### config.mk
export PLATFORM = sky130hd
export DESIGN_NAME = ahb_core_bridge
export DESIGN_NICKNAME = d
export VERILOG_FILES = /design/src/rtl/ahb_core_bridge.sv
export SDC_FILE = /design/constraint.sdc
export NUM_CORES = 1
export LEC_CHECK = 0
export BUFFER_PORTS_ARGS = -buffer_cell sky130_fd_sc_hd__clkbuf_2
export CORE_UTILIZATION = 39
export DETAILED_ROUTE_END_ITERATION = 7
export MAX_ROUTING_LAYER = met4
export PLACE_DENSITY = 0.77
export REMOVE_ABC_BUFFERS = 1
export SYNTH_ARGS = -nofsm -noshare
export SYNTH_HDL_FRONTEND = slang
export SYNTH_SLANG_ARGS = --single-unit
### constraint.sdc
create_clock -name clk -period 1.2 [get_ports clk]
set_input_delay 0.06 -clock clk [delete_from_list [all_inputs] [get_ports clk]]
set_output_delay 0.06 -clock clk [all_outputs]
set_load 0.01 [all_outputs]
### src/rtl/ahb_core_bridge.sv
module ahb_core_bridge #(
  parameter int AW  = 32,
  parameter int DW  = 32,
  parameter int CAW = 16,
  parameter int BW  = 16,
  parameter logic [AW-1:0] WIN_MASK  = 32'hFFFF_0000,
  parameter logic [AW-1:0] HI_WIN    = 32'h8000_0000,
  parameter logic [AW-1:0] LO_WIN    = 32'h8100_0000,
  parameter logic [AW-1:0] PA_WIN    = 32'h6000_0000,
  parameter logic [AW-1:0] PB_WIN    = 32'h6001_0000,
  parameter logic [AW-1:0] ST_WIN    = 32'h6100_0000
) (
  input  logic          clk,
  input  logic          rst_n,
  input  logic          hsel,
  input  logic [AW-1:0] haddr,
  input  logic [1:0]    htrans,
  input  logic          hwrite,
  input  logic [2:0]    hburst,
  input  logic [DW-1:0] hwdata,
  input  logic          hready,
  output logic          hreadyout,
  output logic [1:0]    hresp,
  output logic [DW-1:0] hrdata,
  input  logic [DW-1:0] status_in,
  output logic          core_wr_vld,
  output logic          core_rd_vld,
  output logic          core_cs_n,
  output logic [CAW-1:0] core_addr,
  output logic          dec_hi,
  output logic          dec_lo_n,
  output logic          burst_first,
  output logic          burst_last,
  output logic [DW-1:0] wport_a,
  output logic [BW-1:0] wport_b
);

  localparam logic [1:0] TR_NSEQ = 2'b10;
  localparam int         CW      = 4;

  logic accept, is_nseq, cont;
  logic in_hi, in_lo, in_a, in_b, in_st;

  assign accept  = hsel & hready & htrans[1];
  assign is_nseq = (htrans == TR_NSEQ);
  assign cont    = hsel & htrans[0];

  assign in_hi = (haddr & WIN_MASK) == HI_WIN;
  assign in_lo = (haddr & WIN_MASK) == LO_WIN;
  assign in_a  = (haddr & WIN_MASK) == PA_WIN;
  assign in_b  = (haddr & WIN_MASK) == PB_WIN;
  assign in_st = (haddr & WIN_MASK) == ST_WIN;

  // beat position inside fixed-length bursts
  logic [CW-1:0] beat_q, beat_idx, final_idx;
  logic          fixed_len;

  always_comb begin
    fixed_len = 1'b1;
    case (hburst)
      3'b010, 3'b011: final_idx = CW'(3);
      3'b100, 3'b101: final_idx = CW'(7);
      3'b110, 3'b111: final_idx = CW'(15);
      default: begin
        final_idx = '0;
        fixed_len = 1'b0;
      end
    endcase
  end

  assign beat_idx = is_nseq ? '0 : beat_q;

  always_ff @(posedge clk or negedge rst_n)
    if (!rst_n)      beat_q <= '0;
    else if (accept) beat_q <= beat_idx + CW'(1);

  // data-phase record
  logic dp_vld, dp_wr, dp_a, dp_b, dp_st, dp_fixed, dp_flast;

  always_ff @(posedge clk or negedge rst_n)
    if (!rst_n) begin
      dp_vld   <= 1'b0;
      dp_wr    <= 1'b0;
      dp_a     <= 1'b0;
      dp_b     <= 1'b0;
      dp_st    <= 1'b0;
      dp_fixed <= 1'b0;
      dp_flast <= 1'b0;
    end else begin
      dp_vld <= accept;
      if (accept) begin
        dp_wr    <= hwrite;
        dp_a     <= in_a;
        dp_b     <= in_b;
        dp_st    <= in_st;
        dp_fixed <= fixed_len;
        dp_flast <= fixed_len & (beat_idx == final_idx);
      end
    end

  // offset-1 sideband
  always_ff @(posedge clk or negedge rst_n)
    if (!rst_n) begin
      core_wr_vld <= 1'b0;
      core_rd_vld <= 1'b0;
      core_cs_n   <= 1'b1;
      dec_lo_n    <= 1'b1;
      core_addr   <= '0;
    end else begin
      core_wr_vld <= accept & hwrite;
      core_rd_vld <= accept & ~hwrite;
      core_cs_n   <= ~accept;
      dec_lo_n    <= ~(accept & in_lo);
      if (accept) core_addr <= haddr[CAW-1:0];
    end

  // write-data ports
  always_ff @(posedge clk or negedge rst_n)
    if (!rst_n) begin
      wport_a <= '0;
      wport_b <= '0;
    end else if (dp_vld & dp_wr) begin
      if (dp_a) wport_a <= hwdata;
      if (dp_b) wport_b <= hwdata[BW-1:0];
    end

  // offset-0 sideband and bus response
  assign dec_hi      = accept & in_hi;
  assign burst_first = accept & hwrite & is_nseq;
  assign burst_last  = dp_vld & dp_wr & (dp_fixed ? dp_flast : ~cont);
  assign hrdata      = (dp_vld & ~dp_wr & dp_st) ? status_in : '0;
  assign hreadyout   = 1'b1;
  assign hresp       = 2'b00;

  p_excl_r1: assert property (@(posedge clk) disable iff (!rst_n)
    !(core_wr_vld && core_rd_vld));
  p_wr_after_r1: assert property (@(posedge clk) disable iff (!rst_n)
    core_wr_vld |-> $past(hsel && hready && htrans[1] && hwrite));
  p_cs_strobe_r2: assert property (@(posedge clk) disable iff (!rst_n)
    (!core_cs_n) == (core_wr_vld || core_rd_vld));
  p_addr_r3: assert property (@(posedge clk) disable iff (!rst_n)
    !core_cs_n |-> core_addr == $past(haddr[CAW-1:0]));
  p_lo_win_r5: assert property (@(posedge clk) disable iff (!rst_n)
    !dec_lo_n |-> $past(hsel && hready && htrans[1] && ((haddr & WIN_MASK) == LO_WIN)));
  p_porta_hold_r6: assert property (@(posedge clk) disable iff (!rst_n)
    !(dp_vld && dp_wr && dp_a) |=> $stable(wport_a));
  p_rdata_r8: assert property (@(posedge clk) disable iff (!rst_n)
    (hrdata != '0) |-> core_rd_vld);
  p_first_r9: assert property (@(posedge clk) disable iff (!rst_n)
    burst_first |-> (hsel && hwrite && htrans == TR_NSEQ));
  p_last_r10: assert property (@(posedge clk) disable iff (!rst_n)
    burst_last |-> core_wr_vld);
  p_idle_r12: assert property (@(posedge clk) disable iff (!rst_n)
    !(hsel && hready && htrans[1]) |=> core_cs_n);

endmodule

======== Yosys cells after proc, flatten, opt, wreduce, memory -nomap -nowiden ========
Cells that the tools add are included.
operators by class
  equal/unequal tests ..................... 13
  reductions and logical operators ........ 6
  bitwise logic cells ..................... 18
  multiplexer cells ....................... 5
  $add $sub $neg .......................... 1
operators by type and width
  operator                number
  $eq A16 B15 Y1 const B  3
  $eq A16 B16 Y1 const B  2
  $mux W32                1
  $and A1 B1 Y1           13
  $eq A3 B3 Y1 const B    4
  $pmux W4 S3             1
  $eq A3 B2 Y1 const B    2
  $reduce_or A2 Y1        3
  $reduce_or A6 Y1        1
  $not A1 Y1              5
  $add A4 B1 Y4 const B   1
  $eq A4 B4 Y1            1
  $mux W4                 1
  $reduce_and A2 Y1       2
  $eq A2 B2 Y1 const B    1
  $mux W1                 2
storage, ports and cells
  logic and storage cells ................. 58
  input bits .............................. 106
  flip-flop bits (word level) ............. 79

======== Logic depth before layout (Yosys ltp) ========
Gate-level depths: netlist of run 1.
  depth in word-level cells ............... 5
  mapped depth ............................ 6
  depth with buffers taken out ............ 6

======== Least setup slack after synthesis of run 1 ========
Ideal clock, no wire load.
  kind .................................... flip-flop to output port
  start ................................... reg dp_wr
  end ..................................... out hrdata[0]
  stages on the path, launching flop included .. 4
  setup slack ............................. 26 ps
  data required time ...................... 1140 ps
  path buffers ............................ 1
  arrival time ............................ 1114 ps
  path through ............................ dfrtp_1 and3b_1 clkbuf_1 and2_1
between the ends
  longest elaborated chain between the ends .. 4
RTL lines
  item                         RTL line  RTL
  start: declaration           78        logic dp_vld, dp_wr, dp_a, dp_b, dp_st, dp_fixed, dp_flast;
  start signal: assignment     92        dp_wr <= hwrite;
  $not A1 Y1                   131       assign hrdata = (dp_vld & ~dp_wr & dp_st) ? status_in : '0;
  $and A1 B1 Y1 (2 in series)  131
  $mux W32                     131
  end: declaration             24        output logic [DW-1:0] hrdata,
Every way passes these cells.

======== Final worst setup path of run 1 ========
  start ................................... reg dp_wr
  end ..................................... out hrdata[27]
The elaborated chain is that of the path after synthesis.

==> results of run 1 <==
## flip-flops by register name, summed over array words and instances, names as in the netlist
register / flops
core_addr: 16
dp_vld: 1
dp_wr: 1
dp_flast: 1
beat_q: 4
core_wr_vld: 1
dp_st: 1
wport_a: 32
dp_b: 1
dp_a: 1
wport_b: 16
dec_lo_n: 1
core_rd_vld: 1
dp_fixed: 1
core_cs_n: 1
## final timing paths
check / end / slack, ns / cells after the start
worst max register to register: wport_a[21]$_DFFE_PN0P_ / -0.25 / 5
max in group asynchronous: core_cs_n$_DFF_PN1_ / 0.43 / 3
worst min-delay path: dec_lo_n$_DFF_PN1_ / -0.03 / 3
worst max-delay path: hrdata[27] / -0.30 / 4
min in group asynchronous: wport_a[31]$_DFFE_PN0P_ / 0.21 / 2
worst min register to register: core_addr[4]$_DFFE_PN0P_ / 0.48 / 2
## cell families after synthesis
group / share of synthesized area (%)
XOR/XNOR: 0.514
flip-flops: 58.0
adder cells (fa/ha/maj): 0.367
buffers and inverters: 3.59
multiplexers: 15.8
other: 0.220
AND/OR/NAND/NOR: 18.6
AO/OA/AOI/OAI: 2.86
## cell usage in the layout, fill, tap and decap left out, types with 2 or more instances in the layout
master         count
dfrtp_1           75
dfstp_2            2
and2_4             2
dfrtp_2            2
inv_1              4
buf_6              4
nor3_1             2
bufinv_16          2
buf_4             12
nor2_1             3
nand3_4            3
nor4_4             2
a22o_1             2
mux2_4            48
buf_12             6
buf_2             25
nand3_1            2
and2_1            33
nand4_1            3
a31oi_1            2
dlygate4sd3_1     53
clkbuf_16          3
clkinvlp_4         2
nand2_1           60
clkinv_4           2
o21ai_0            4
clkbuf_8           9
clkbuf_2         180
a21oi_1            5
conb_1             3
## metrics by stage
stage                     util, %  power, mW  area [µm²]
after floorplan                 -       3.39        3310
after global placement       55.5       3.89        4630
after detailed placement     55.5       3.93        4630
after CTS                    66.7       6.33        5560
after global routing         69.3       6.68        5780
final                        69.3       6.37        5780
## per-layer routing
layer | global-route usage, % | vias up | routed length (µm)
met2 | 39.2 | 110 | 5570
met1 | 27.2 | 1545 | 4540
met5 | - | - | 0
li1 | - | 1504 | -
met3 | 4.70 | 11 | 531
met4 | 6.72 | 0 | 133
## repair_timing
action	in CTS	in global routing
hold endpoints to repair	147	1
endpoints found under the setup margin	82	85
buffers inserted	5	4
gates resized for setup	36	59
cloned	1	4
pin swaps	1	2
## cell type report
| type | instances | share of cell area, % |
|---|---|---|
| flip-flops and latches | 79 | 34.3 |
| repair buffers | 284 | 32.9 |
| multi-input cells | 187 | 26.4 |
| well taps | 105 | 2.27 |
| clock buffers | 9 | 2.14 |
| clock inverters | 7 | 1.69 |
| inverters | 5 | 0.325 |
## where the power goes
group	total (mW)	switching (mW)	internal (mW)
Combinational	1.17	0.518	0.656
Sequential	3.03	0.151	2.88
Clock	2.17	0.996	1.17
Total	6.37	1.67	4.71
## tightest hold or removal path: cells and delay by family
| family | cells | cell delay [ns] |
|---|---|---|
| AND/OR/NAND/NOR | 2 | 0.11 |
| buffers and inverters | 1 | 0.10 |
==> impl_metrics.py, run 1 <==
metrics = {
    "worst_setup_path": {
        "path_max_fanout": 32,
        "slowest_stage": "dfrtp_2",
        "worstSetupStartpointType": "flip-flop",
        "cp.arrival_ns": 1.44,
        "cp_cell_sequence": "and3b_2 -> buf_12 -> and2_1 -> clkbuf_2",
        "cp.required_ns": 1.14,
        "worst-path-buf-inv": 2,
        "endpoint_kind": "primary output",
        "critPathTopFamily": "simple AND/OR/NAND/NOR gates",
        "rr_startpoint": "dp_wr$_DFFE_PN0P_",
        "critPathKind": "reg -> out",
        "slowest_delay_ns": 0.40,
        "startpoint": "dp_wr$_DFFE_PN0P_",
    },
    "sta": {
        "rsz0062_at_grt": "yes",
        "period_share_pct": 125,
        "finalClockSkew_ns": 0.0144,
        "slew_violations": 0,
        "fin_crit_ns": 1.50,
        "whs_ns": -0.0284,
        "tns_ns": -19.09,
        "max_freq_mhz": 667,
        "fin_ws_ns": -0.299,
        "setup_violations": 82,
        "hold_viol": 1,
    },
    "routing": {
        "drt-total-wl_um": 10800,
        "drt-vias-per-instance": 4.69,
        "wire_per_inst_um": 15.9,
        "dr.pass1.iters": 4,
        "drc_errors": 0,
        "final_antenna_net_count": 0,
        "drt_iter0_drc": 80,
        "vias": 3170,
    },
    "clock_network": {
        "clockBufferDepth": 2,
        "clk_pin_slew_worst_paths_ns": 0.07,
        "cts_root_buf": "clkbuf_8",
        "tritoncts": "built",
        "hold_buffers": 53,
        "cts_max_level": 3,
        "clkSinkCount": 79,
        "numCtsBuffers": 9,
        "clk_latency_ns": 0.35,
    },
    "final_layout": {
        "final_cells": 676,
        "regArea_mm2": 0.00198,
        "area_growth_pct": 69.5,
        "num_antenna_cells": 0,
        "drive_gt1_share_pct": 54.6,
        "nFillCells": 599,
        "multiInputGateArea_mm2": 0.00153,
        "nNetsFinal": 673,
    },
    "floorplanning": {
        "die_h_um": 95.5,
        "die_x_um": 95.5,
        "row_count": 33,
        "coreArea_mm2": 0.00834,
        "die_area_mm2": 0.00912,
        "io_pins": 212,
        "initial_core_util_pct": 40.9,
    },
    "outcome": {
        "status": "finished, violations left",
        "violations": "hold timing, setup timing",
    },
    "place": {
        "place_ws_ns": -0.0775,
        "port_buffers": 207,
        "globalplace.congestion": 0.810,
        "dp_cells": 595,
        "dp_hpwl_um": 6260,
    },
    "logic_synthesis": {
        "yosysTopAreaCell": "dfrtp_1",
        "synth_area_leaders": "dfrtp_1, mux2_2, nand2_1, and2_1, dfstp_2",
        "yosysMostFrequentCell": "dfrtp_1",
        "synth_top_cell_area_share_pct": 56.5,
        "netlist_instances": 284,
        "async_flop_share_pct": 100,
        "synth.avg_cell_area_um2": 12.0,
        "ys_seq_area_share_pct": 58.0,
        "syn_area_mm2": 0.00341,
        "ys.flop_type": "dfrtp_1",
        "yosys.cell_types.count": 34,
        "synthTopCellsByCount": "dfrtp_1, nand2_1, mux2_2",
        "synth-edff-count": 0,
        "yosys_warnings": 0,
        "ys_ff_latch": 79,
    },
    "power_and_ir_drop": {
        "p_per_area_mw_per_mm2": 1100,
        "peakVddDrop_mv": 0.901,
        "p_leak_nw": 3.23,
    },
    "worst_hold_path": {
        "hold_path_class": "in -> reg",
        "hold_start": "haddr[29]",
    },
    "grt": {
        "antenna_found_initial": 0,
        "grt_pass1_wl_um": 15200,
        "grt_usage_pct": 22.9,
        "overflow": 0,
        "grt_max_degree": 33,
        "grt_pass1_vias": 3142,
    },
    "flow_run": {
        "max_cap_violations": 0,
    },
}
Power figures use the tool's default switching activity.
==> run 2, diff against run 1 <==
--- a/config.mk
+++ b/config.mk
@@ -6,10 +6,11 @@
 export NUM_CORES = 1
 export LEC_CHECK = 0
 export BUFFER_PORTS_ARGS = -buffer_cell sky130_fd_sc_hd__clkbuf_2
-export CORE_UTILIZATION = 39
+export CORE_UTILIZATION = 46
 export DETAILED_ROUTE_END_ITERATION = 7
 export MAX_ROUTING_LAYER = met4
-export PLACE_DENSITY = 0.77
+export PLACE_DENSITY = 0.85
+export RECOVER_POWER = 25
 export REMOVE_ABC_BUFFERS = 1
 export SYNTH_ARGS = -nofsm -noshare
 export SYNTH_HDL_FRONTEND = slang
==> constraint.sdc (replaced) <==
create_clock -name clk -period 1.9 [get_ports clk]
set_input_delay 0.095 -clock clk [delete_from_list [all_inputs] [get_ports clk]]
set_output_delay 0.095 -clock clk [all_outputs]
set_load 0.01 [all_outputs]
==> impl_metrics.py, run 2 (same netlist as run 1, synthesis figures left out) <==
metrics = {
    "outcome": {
        "status": "finished clean",
    },
    "routing": {
        "vias": 3092,
        "drc_errors": 0,
        "drt-vias-per-instance": 4.77,
        "final_antenna_net_count": 0,
        "drt_iter0_drc": 94,
        "dr.pass1.iters": 4,
        "drt-total-wl_um": 9910,
        "wire_per_inst_um": 15.3,
    },
    "floorplanning": {
        "die_area_mm2": 0.00776,
        "die_h_um": 88.1,
        "io_pins": 212,
        "row_count": 31,
        "coreArea_mm2": 0.00721,
        "die_x_um": 88.1,
        "initial_core_util_pct": 47.3,
    },
    "final_layout": {
        "num_antenna_cells": 0,
        "top_regs": "wport_a (32), core_addr (16), wport_b (16)",
        "nNetsFinal": 651,
        "final_common_cell": "clkbuf_2",
        "largest_register": "wport_a",
        "drive_gt1_share_pct": 50.8,
        "final_cell_mix": "clkbuf_2, dfrtp_1, nand2_1",
        "largest_register_ffs": 32,
        "area_growth_pct": 53.8,
    },
    "clock_network": {
        "tritoncts": "built",
        "numCtsBuffers": 9,
        "clockBufferDepth": 2,
        "hold_buffers": 51,
        "cts-resized-gates": 0,
        "cts_root_buf": "clkbuf_8",
        "clk_latency_ns": 0.36,
        "clkSinkCount": 79,
        "cts_max_level": 3,
        "clk_pin_slew_worst_paths_ns": 0.08,
        "cts_setup_buffers": 0,
    },
    "place": {
        "globalplace.congestion": 0.833,
        "dp_hpwl_um": 6240,
        "port_buffers": 207,
    },
    "flow_run": {
        "max_cap_violations": 0,
    },
    "worst_setup_path": {
        "slowest_delay_ns": 0.47,
        "slowest_stage": "dfrtp_1",
        "worstSetupStartpointType": "flip-flop",
        "endpoint_kind": "primary output",
        "cp.arrival_ns": 1.65,
        "cp_cell_sequence": "and3b_1 -> buf_4 -> and2_1 -> clkbuf_2",
        "cp.required_ns": 1.80,
        "path_max_fanout": 32,
        "critPathKind": "reg -> out",
    },
    "grt": {
        "grt_pass1_vias": 3097,
        "grt_pass1_wl_um": 14900,
        "grt_usage_pct": 26.3,
        "overflow": 0,
        "grt_max_degree": 34,
        "antenna_found_initial": 0,
    },
    "sta": {
        "setup_violations": 0,
        "worst_slew_pin_slew_ns": 1.19,
        "whs_ns": 0.0166,
        "hold_viol": 0,
        "max_freq_mhz": 572,
        "slew_violations": 0,
        "slew_headroom_pct": 20.4,
        "fin_crit_ns": 1.75,
        "period_share_pct": 91.9,
        "tns_ns": 0,
        "finalClockSkew_ns": 0.0144,
        "rsz0062_at_grt": "no",
    },
    "power_and_ir_drop": {
        "p_per_area_mw_per_mm2": 748,
        "p_leak_nw": 2.77,
        "peakVddDrop_mv": 0.447,
    },
    "worst_hold_path": {
        "hold_path_class": "in -> reg",
    },
}
run 2: worst max-delay path: cells and delay by family, from the launching register on:
| family | cells | cell delay [ns] |
|---|---|---|
| simple gates | 2 | 0.44 |
| buf+inv | 2 | 0.39 |
| flops | 1 | 0.47 |
run 2: through the flow:
step           instances  area (µm²)  setup WS (ns)  total power [mW]  util [%]
2_1_floorplan        270        3310          0.109              2.14         -
4_1_cts              648        5250          0.182              3.93      72.8
3_3_place_gp         581        4520          0.460              2.44      62.7
5_1_grt              648        5250         0.0797              4.11      72.7
6_report             648        5250          0.153              3.92      72.7
3_5_place_dp         581        4520          0.408              2.47      62.7
run 2: layer usage:
metal	up-vias	track usage, %	routed length (µm)
li1	1463	-	-
met1	1490	30.5	4070
met2	113	43.7	5020
met3	26	5.75	581
met4	0	11.7	236
met5	-	-	0
run 2: layout make-up:
| type | instances | area (µm²) |
|---|---|---|
| Clock buffer | 10 | 128 |
| Clock inverter | 6 | 92.6 |
| Fill cell | 495 | 1970 |
| Inverter | 5 | 18.8 |
| Multi-Input combinational cell | 186 | 1310 |
| Sequential cell | 79 | 1980 |
| Tap cell | 99 | 124 |
| Timing Repair Buffer | 263 | 1590 |
run 2: power by group:
group	switching, mW	leakage (nW)	internal (mW)
sequential	0.0994	0.953	1.82
combinational	0.294	1.71	0.316
clock	0.648	0.103	0.747
total	1.04	2.77	2.88
run 2: path summary, 6_finish.rpt:
kind	start	to	slack [ns]	depth (start not counted)
min in group asynchronous	rst_n	wport_a[22]$_DFFE_PN0P_	0.36	2
setup reg to reg	dp_wr$_DFFE_PN0P_	wport_a[4]$_DFFE_PN0P_	0.38	2
hold / removal	haddr[16]	dp_b$_DFFE_PN0P_	0.02	2
hold reg to reg	core_addr[14]$_DFFE_PN0P_	core_addr[14]$_DFFE_PN0P_	0.48	2
max in group asynchronous	rst_n	core_addr[7]$_DFFE_PN0P_	0.75	3
setup / recovery	dp_wr$_DFFE_PN0P_	hrdata[18]	0.15	4
